<file path="src/rtl/shl_pkg.sv">
package shl_pkg;
  typedef enum logic {
    CNT_IMM  = 1'b0,
    CNT_OPND = 1'b1
  } cnt_src_e;
endpackage

</file>
<file path="src/rtl/shl_count_sel.sv">
module shl_count_sel
  import shl_pkg::*;
#(
  parameter int DATA_W = 32,
  parameter int IMM_W  = 8,
  localparam int CW    = $clog2(DATA_W) + 1
) (
  input  cnt_src_e          src_i,
  input  logic [IMM_W-1:0]  imm_i,
  input  logic [DATA_W-1:0] opnd_i,
  output logic [CW-1:0]     cnt_o,
  output logic              big_o
);
  logic [63:0] raw;

  always_comb begin
    raw   = (src_i == CNT_OPND) ? 64'(opnd_i) : 64'(imm_i);
    big_o = raw >= 64'(DATA_W);
    // clamp: every count >= DATA_W behaves the same
    cnt_o = big_o ? CW'(DATA_W) : raw[CW-1:0];
  end
endmodule

</file>
<file path="src/rtl/shl_barrel.sv">
module shl_barrel #(
  parameter int DATA_W = 32,
  localparam int SH_W  = $clog2(DATA_W),
  localparam int CW    = SH_W + 1
) (
  input  logic [DATA_W-1:0] data_i,
  input  logic [CW-1:0]     cnt_i,
  output logic [DATA_W-1:0] data_o
);
  logic [DATA_W-1:0] stg [SH_W+1];

  assign stg[0] = data_i;

  for (genvar k = 0; k < SH_W; k++) begin : g_stage
    assign stg[k+1] = cnt_i[k] ? (stg[k] << (1 << k)) : stg[k];
  end

  // top count bit set only for clamped count == DATA_W
  assign data_o = cnt_i[CW-1] ? '0 : stg[SH_W];
endmodule

</file>
<file path="src/rtl/shl_ovf_chk.sv">
module shl_ovf_chk #(
  parameter int DATA_W = 32,
  localparam int CW    = $clog2(DATA_W) + 1
) (
  input  logic [DATA_W-1:0] data_i,
  input  logic [CW-1:0]     cnt_i,
  input  logic              big_i,
  output logic              ovf_o
);
  logic [DATA_W-1:0] diff;
  logic [DATA_W-1:0] mask;

  always_comb begin
    diff = data_i ^ {DATA_W{data_i[DATA_W-1]}};
    // bits DATA_W-2 down to DATA_W-1-cnt: those crossing the sign position
    mask = (~({DATA_W{1'b1}} >> cnt_i)) >> 1;
    ovf_o = big_i ? (|data_i) : (|(diff & mask));
  end
endmodule

</file>
<file path="src/rtl/shl_flags.sv">
module shl_flags #(
  parameter int DATA_W = 32
) (
  input  logic [DATA_W-1:0] res_i,
  input  logic              nar_i,
  output logic              zf_o,
  output logic              nf_o
);
  assign zf_o = ~nar_i & (res_i == '0);
  assign nf_o = ~nar_i & res_i[DATA_W-1];
endmodule

</file>
<file path="src/rtl/shl_exc_top.sv">
module shl_exc_top
  import shl_pkg::*;
#(
  parameter int              DATA_W   = 32,
  parameter int              IMM_W    = 8,
  parameter int              RSN_W    = 4,
  parameter logic [RSN_W-1:0] OVF_CODE = 4'h1,
  localparam int             CW       = $clog2(DATA_W) + 1
) (
  input  logic              clk_i,
  input  logic              rst_ni,
  input  logic              valid_i,
  input  logic [DATA_W-1:0] opnd_i,
  input  logic              opnd_nar_i,
  input  logic [RSN_W-1:0]  opnd_rsn_i,
  input  logic              cnt_sel_i,
  input  logic [IMM_W-1:0]  cnt_imm_i,
  input  logic [DATA_W-1:0] cnt_opnd_i,
  input  logic              cnt_nar_i,
  input  logic [RSN_W-1:0]  cnt_rsn_i,
  output logic              valid_o,
  output logic [DATA_W-1:0] res_o,
  output logic              nar_o,
  output logic [RSN_W-1:0]  rsn_o,
  output logic              zf_o,
  output logic              nf_o,
  output logic              of_o
);
  cnt_src_e          src;
  logic [CW-1:0]     cnt;
  logic              big;
  logic [DATA_W-1:0] shifted;
  logic              ovf;
  logic [DATA_W-1:0] res_d;
  logic              nar_d;
  logic [RSN_W-1:0]  rsn_d;
  logic              of_d;
  logic              zf_d;
  logic              nf_d;

  assign src = cnt_src_e'(cnt_sel_i);

  shl_count_sel #(.DATA_W(DATA_W), .IMM_W(IMM_W)) u_cnt (
    .src_i (src),
    .imm_i (cnt_imm_i),
    .opnd_i(cnt_opnd_i),
    .cnt_o (cnt),
    .big_o (big)
  );

  shl_barrel #(.DATA_W(DATA_W)) u_bsh (
    .data_i(opnd_i),
    .cnt_i (cnt),
    .data_o(shifted)
  );

  shl_ovf_chk #(.DATA_W(DATA_W)) u_ovf (
    .data_i(opnd_i),
    .cnt_i (cnt),
    .big_i (big),
    .ovf_o (ovf)
  );

  // poison priority: operand, selected count operand, own overflow
  always_comb begin
    res_d = shifted;
    nar_d = 1'b0;
    rsn_d = '0;
    of_d  = 1'b0;
    if (opnd_nar_i) begin
      res_d = '0;
      nar_d = 1'b1;
      rsn_d = opnd_rsn_i;
    end else if (src == CNT_OPND && cnt_nar_i) begin
      res_d = '0;
      nar_d = 1'b1;
      rsn_d = cnt_rsn_i;
    end else if (ovf) begin
      res_d = '0;
      nar_d = 1'b1;
      rsn_d = OVF_CODE;
      of_d  = 1'b1;
    end
  end

  shl_flags #(.DATA_W(DATA_W)) u_flg (
    .res_i(res_d),
    .nar_i(nar_d),
    .zf_o (zf_d),
    .nf_o (nf_d)
  );

  always_ff @(posedge clk_i or negedge rst_ni) begin
    if (!rst_ni) begin
      valid_o <= 1'b0;
    end else begin
      valid_o <= valid_i;
    end
  end

  always_ff @(posedge clk_i or negedge rst_ni) begin
    if (!rst_ni) begin
      res_o <= '0;
      nar_o <= 1'b0;
      rsn_o <= '0;
      zf_o  <= 1'b0;
      nf_o  <= 1'b0;
      of_o  <= 1'b0;
    end else if (valid_i) begin
      res_o <= res_d;
      nar_o <= nar_d;
      rsn_o <= rsn_d;
      zf_o  <= zf_d;
      nf_o  <= nf_d;
      of_o  <= of_d;
    end
  end

  a_r8_valid_follow: assert property (@(posedge clk_i) disable iff (!rst_ni)
    valid_o == $past(valid_i));

  a_r5_zero_count: assert property (@(posedge clk_i) disable iff (!rst_ni)
    (valid_i && !opnd_nar_i && !cnt_sel_i && cnt_imm_i == '0)
    |=> (res_o == $past(opnd_i) && !nar_o && !of_o));

  a_r4_big_count: assert property (@(posedge clk_i) disable iff (!rst_ni)
    (valid_i && !opnd_nar_i && !cnt_sel_i && 64'(cnt_imm_i) >= 64'(DATA_W))
    |=> (res_o == '0 && (of_o == ($past(opnd_i) != '0))));

  a_r6_poison_pass: assert property (@(posedge clk_i) disable iff (!rst_ni)
    (valid_i && opnd_nar_i)
    |=> (nar_o && rsn_o == $past(opnd_rsn_i) && !of_o && res_o == '0));

  a_r3_ovf_code: assert property (@(posedge clk_i) disable iff (!rst_ni)
    (valid_o && of_o) |-> (nar_o && rsn_o == OVF_CODE && res_o == '0));

  a_r7_flags_clear: assert property (@(posedge clk_i) disable iff (!rst_ni)
    (valid_o && nar_o) |-> (!zf_o && !nf_o));
endmodule

</file>
<file path="config.mk">
export PLATFORM = sky130hd
export DESIGN_NAME = shl_exc_top
export DESIGN_NICKNAME = d
export VERILOG_FILES = /design/src/rtl/shl_pkg.sv /design/src/rtl/shl_count_sel.sv /design/src/rtl/shl_barrel.sv /design/src/rtl/shl_ovf_chk.sv /design/src/rtl/shl_flags.sv /design/src/rtl/shl_exc_top.sv
export SDC_FILE = /design/constraint.sdc
export NUM_CORES = 1
export LEC_CHECK = 0
export ABC_AREA = 1
export BUFFER_PORTS_ARGS = -buffer_cell sky130_fd_sc_hd__buf_2
export CAP_MARGIN = 5
export CORE_MARGIN = 8
export CORE_UTILIZATION = 45
export CTS_CLUSTER_DIAMETER = 60
export DETAILED_ROUTE_END_ITERATION = 16
export HOLD_SLACK_MARGIN = 0.08
export PLACE_DENSITY = 0.68
export SLEW_MARGIN = 40
export SYNTH_ARGS = -nofsm -noshare
export SYNTH_HDL_FRONTEND = slang
export SYNTH_SLANG_ARGS = --single-unit
export TNS_END_PERCENT = 10
</file>
<file path="constraint.sdc">
create_clock -name clk_i -period 0.9 [get_ports clk_i]
set_input_delay 0.09 -clock clk_i [delete_from_list [all_inputs] [get_ports clk_i]]
set_output_delay 0.09 -clock clk_i [all_outputs]
set_load 0.05 [all_outputs]
</file>
== Yosys cells after proc, flatten, opt, wreduce, memory -nomap -nowiden ==
Cells that the tools add are included.

* Register bits: 41
* Word-level logic and storage cells: 39

* Order comparisons: 1
* Shift operators: 1
* Muxes and demuxes: 20
* Bitwise gates (word level): 6
* Reduce and logical (&&, ||, !) cells: 4

{| class="wikitable"
|+ Operator list
! cell !! count
|-
| two-way mux 32 bit || 10
|-
| >= comparator 64 x 6 -> 1 bit, second input constant || 1
|-
| OR reduction 32 bit || 2
|-
| bitwise AND 32 x 31 -> 32 bit || 1
|-
| logical NOT 32 bit || 1
|-
| NOT 32 bit || 1
|-
| >> shifter 32 x 6 -> 32 bit, first input constant || 1
|-
| XOR 32 bit || 1
|-
| two-way mux 4 bit || 2
|-
| two-way mux 1 bit || 7
|-
| two-way mux 6 bit || 1
|-
| bitwise AND 1 bit || 2
|-
| logical AND 1 bit || 1
|-
| NOT 1 bit || 1
|}

== Longest topological paths before layout ==
* Word-level depth: 14
* Depth in mapped cells: 28
* Gate-level depth less buffers: 26

== Modules after synthesis ==
From an unflattened synthesis, not the netlist that was laid out.

* Cells, all modules: 923
* Area total of the unflattened synthesis: 5116.2 µm²

{| class="wikitable"
|+ By module, submodules not included
! module !! times used !! cells each !! area an instance (µm²)
|-
| shl_exc_top || 1 || 252 || 1970.6
|-
| shl_barrel || 1 || 349 || 1584.0
|-
| shl_ovf_chk || 1 || 217 || 1043.5
|-
| shl_count_sel || 1 || 72 || 384.1
|-
| shl_flags || 1 || 33 || 133.9
|}

== Least setup slack after synthesis ==
Ideal clock, no wire load.

* Path kind: input -> register
* From: input cnt_sel_i
* To: register zf_o
* Library setup time: 118 ps
* Data arrival time: 2274 ps
* Path slack: -1491 ps
* Stages on the path: 25
* Buffers on the path: 3
* Cell sequence: buf_6 > buf_6 > nand2_1 > nand2_1 > nor2_1 > nand2_2 > nor2_8 > buf_8 > nand3_4 > nor2_4 > nor2_1 > nor2_1 > nand3_1 > nor2_1 > nand2_1 > nor2_2 > nand2_2 > nand2_4 > nand2_4 > nor2_8 > nand2_1 > nand3_1 > nor2_1 > nand3_1 > nand2_1

* Word-level cells in the longest chain between the ends: 14
* Elaborated cells between the ends (all ways): 24

{| class="wikitable"
|+ RTL lines
! item !! RTL line !! source
|-
| from (decl) || shl_exc_top.sv:16 || <nowiki>input logic cnt_sel_i,</nowiki>
|-
| branches (longest 13 deep; another with >= comparator 64 x 6 -> 1 bit) || - ||
|-
| bitwise AND 1 bit * || shl_flags.sv:9 || <nowiki>assign zf_o = ~nar_i & (res_i == '0);</nowiki>
|-
| to (signal assigned) || shl_exc_top.sv:113 || <nowiki>zf_o <= zf_d;</nowiki>
|-
| to (decl) || shl_exc_top.sv:25 || <nowiki>output logic zf_o,</nowiki>
|}

Mark *: on every way between the ends.
A chain may end at the register's enable or synchronous reset.

== Final worst setup path ==
Ends and elaborated chain as after synthesis.

==> flow_summary.yaml <==
status:
  status: "complete, but fails checks"
  violations: "negative setup slack"
yosys:
  synthDistinctLibCells: 44
  async_reset_ff_share_pct: 100
  synth_top_cells_by_count: "nand2_1, nand3_1, nor2_1"
  synthCells: 818
  yosys.area.top_type_share_pct: 20.9
  synth_ff_type: "dfrtp_1"
  ys_seq_elements: 41
  synth.net_count: 905
  yosys_warnings: 0
  yosysMostFrequentCell: "nand2_1"
  synth_area_leaders: "dfrtp_1, nand2_1, nand3_1, nor2_1, o21ai_0"
  synth_edf_count: 0
  yosys.area.top_type: "dfrtp_1"
  syn_area_sq_um: 4900
  ys_seq_area_share_pct: 20.9
  avgSynthCellArea_sq_um: 5.99
layout:
  final_core_util_pct: 73.6
  regArea_sq_um: 1030
  nets: 1191
  area_growth_syn_to_layout_pct: 61.4
  multi_input_area_sq_um: 3700
  drive_above_1_share_pct: 39.4
  diodes: 0
  n_fill_cell: 909
routing:
  met3_wirelength_um: 1490
  firstDrtPassIters: 5
  route.detailed.drc: 0
  vias: 6722
  top_layer_used: "met4"
  wl_met1_um: 8410
  ant_nets: 0
  drt-total-wl_um: 20700
  routed-wl-met2_um: 10400
  avgRoutedWirePerCell_um: 16.7
  drtIter0Drc: 578
  vias_per_cell: 5.40
global_route:
  grt_pass1_vias: 6445
  grt_usage_pct: 27.1
  grt_pass1_wl_um: 32300
  gr-total-overflow: 0
  antenna_found_initial: 0
  grt_start_max_net_pins: 40
placed_design:
  gp_congestion: 1.03
  port_buffers: 126
  hpwl_um: 15900
clocking:
  cts_buffers: 5
  htreeDepth: 2
  tritoncts: "built"
  clk-insertion-delay-late_ns: 0.30
  cts_num_sinks: 41
  clock-root-buffer: "clkbuf_8"
  clk_pin_slew_ns: 0.09
  cts_buffer_depth: 2
sta:
  setup_violations: 78
  period_share_pct: 289
  relSlewSlack_pct: 69.0
  fin_ws_ns: -1.70
  hold_viol_final: 0
  worstMarginPinSlew_ns: 0.463
  skew_ns: 0
  fin_crit_ns: 2.60
  slew_viol_final: 0
  rsz0062_at_grt: "yes"
  fmax_mhz: 384
setup_path:
  r2r-start: "res_o[2]$_DFFE_PN0P_"
  worstPathMaxFanout: 7
  path_class: "primary input to flip-flop"
  endpoint_kind: "flip-flop"
  cp.arrival_ns: 2.85
  cp-startpoint: "cnt_sel_i"
  critPathLaunchType: "primary input"
  cp.required_ns: 1.14
floorplan:
  start_util_pct: 45.6
  die-height_um: 120
  die_x_um: 120
  design.die.area_sq_um: 14500
  row_count: 38
  coreArea_sq_um: 10700
  ioPinCount: 127
job:
  drv_cap: 0
power_and_ir_drop:
  ir_worst_vdd_uv: 838
  leakage_nw: 4.26
  powerDensity_nw_per_um2: 733
  total_power_w: 0.00580
hold_path:
  min_path_type: "primary input to flip-flop"
  min_from: "opnd_rsn_i[2]"
-- power by group --
part,switching [W],internal [W],total (W)
sequential,0.0000311,0.00188,0.00191
clock,0.000702,0.00112,0.00182
combinational,0.00116,0.000909,0.00207
total,0.00190,0.00391,0.00580
-- worst paths after layout --
| check | to | slack, ns | cells after the start |
|---|---|---|---|
| setup / recovery | zf_o$_DFFE_PN0P_ | -1.70 | 26 |
| hold / removal | rsn_o[2]$_DFFE_PN0P_ | 0.14 | 3 |
| setup reg to reg | res_o[2]$_DFFE_PN0P_ | 0.13 | 2 |
| hold reg to reg | res_o[22]$_DFFE_PN0P_ | 0.51 | 2 |
| max in group asynchronous | res_o[20]$_DFFE_PN0P_ | 0.25 | 3 |
| min in group asynchronous | res_o[2]$_DFFE_PN0P_ | 0.20 | 2 |
-- layout by cell type, fill, tap and decap left out, types with 3 or more instances in the layout --
cell type      instances
nor2_1                56
clkbuf_8               5
buf_2                 84
o2111ai_1              3
o211ai_1              18
nand2_2               24
dlygate4sd3_1          4
buf_16                 3
nor2_2                16
nand4_1                9
o211ai_2               7
dfrtp_1               41
nand2_8                3
nand3_4                6
buf_4                167
buf_6                 57
nor2_8                 3
xnor2_1                3
o21ai_1               26
a21oi_2                6
o21ai_0               30
inv_1                 64
nand3_2                9
nor3_1                 5
xor2_1                21
inv_2                  5
nand2_1              230
o21ai_2               10
a32o_1                 3
nand2_4                6
buf_12                 6
a22o_1                 5
nand3_1              127
nor2_4                 4
a21oi_1               15
-- cell type report --
cell class	count	area share (%)
Inverter	73	3.62
Clock buffer	5	0.870
Timing Repair Buffer	322	32.7
Multi-Input combinational cell	661	46.7
Sequential cell	41	13.0
Tap cell	140	2.21
Clock inverter	3	0.870
-- what timing repair did --
action                                 4_1_cts  5_1_grt
pin swaps                                   12       25
cloned                                       5        0
gates resized for setup                    164       51
endpoints found under the hold margin       44        0
hold buffers                                 4        0
buffers inserted                             5        6
setup endpoints to repair                   78       78
-- critical path: stages --
cell and delay, ns:
buf_12 0.12, buf_12 0.13, nand2_2 0.06, nand2_2 0.05, nor2_2 0.11, nand2_2 0.11, nor2_8 0.18, buf_12 0.16
nand3_4 0.14, nand2_1 0.10, nor2_1 0.04, nor2_1 0.13, nand3_1 0.08, nor2_1 0.12, nand2_1 0.07, nor2_2 0.13
nand2_4 0.11, nand2_8 0.13, nand2_4 0.09, nor2_2 0.10, nand2_1 0.07, nor2_2 0.12, nand2_1 0.08, nor2_1 0.15
nand3_1 0.10, nand2_1 0.07
-- registers in the layout, indices dropped and copies added, names as in the netlist --
name / cells
nar_o: 1
nf_o: 1
of_o: 1
res_o: 32
rsn_o: 4
valid_o: 1
zf_o: 1
-- cell families (layout without fill, tap and decap cells) --
logic type | count (synthesis) | count (layout) | synth area share, %
AO/OA/AOI/OAI | 131 | 131 | 17.0
buffers and inverters | 117 | 403 | 11.2
XOR/XNOR | 24 | 24 | 4.29
AND/OR/NAND/NOR | 504 | 505 | 46.4
flip-flops | 41 | 41 | 20.9
adder cells (fa/ha/maj) | 1 | 1 | 0.255
-- stage by stage --
step / cell area (sq um) / std cells / TNS, ns / hold slack, ns / worst slack [ns]
final: 7910 / 1245 / -54.16 / 0.140 / -1.70
after floorplan: 4910 / 818 / -47.17 / -0.206 / -1.49
after global placement: 6830 / 1218 / -66.18 / -0.00911 / -1.98
after CTS: 7710 / 1240 / -51.44 / 0.110 / -1.53
after global routing: 7910 / 1245 / -60.03 / 0.126 / -1.85
after detailed placement: 6830 / 1218 / -66.43 / -0.00562 / -2.00
-- routing by layer --
metal	GRT usage [%]	up-vias
met5	0	-
met4	7.65	0
met3	4.43	40
met2	47.7	287
met1	33.4	3104
li1	-	3291
(Power assumes the default switching activity.)
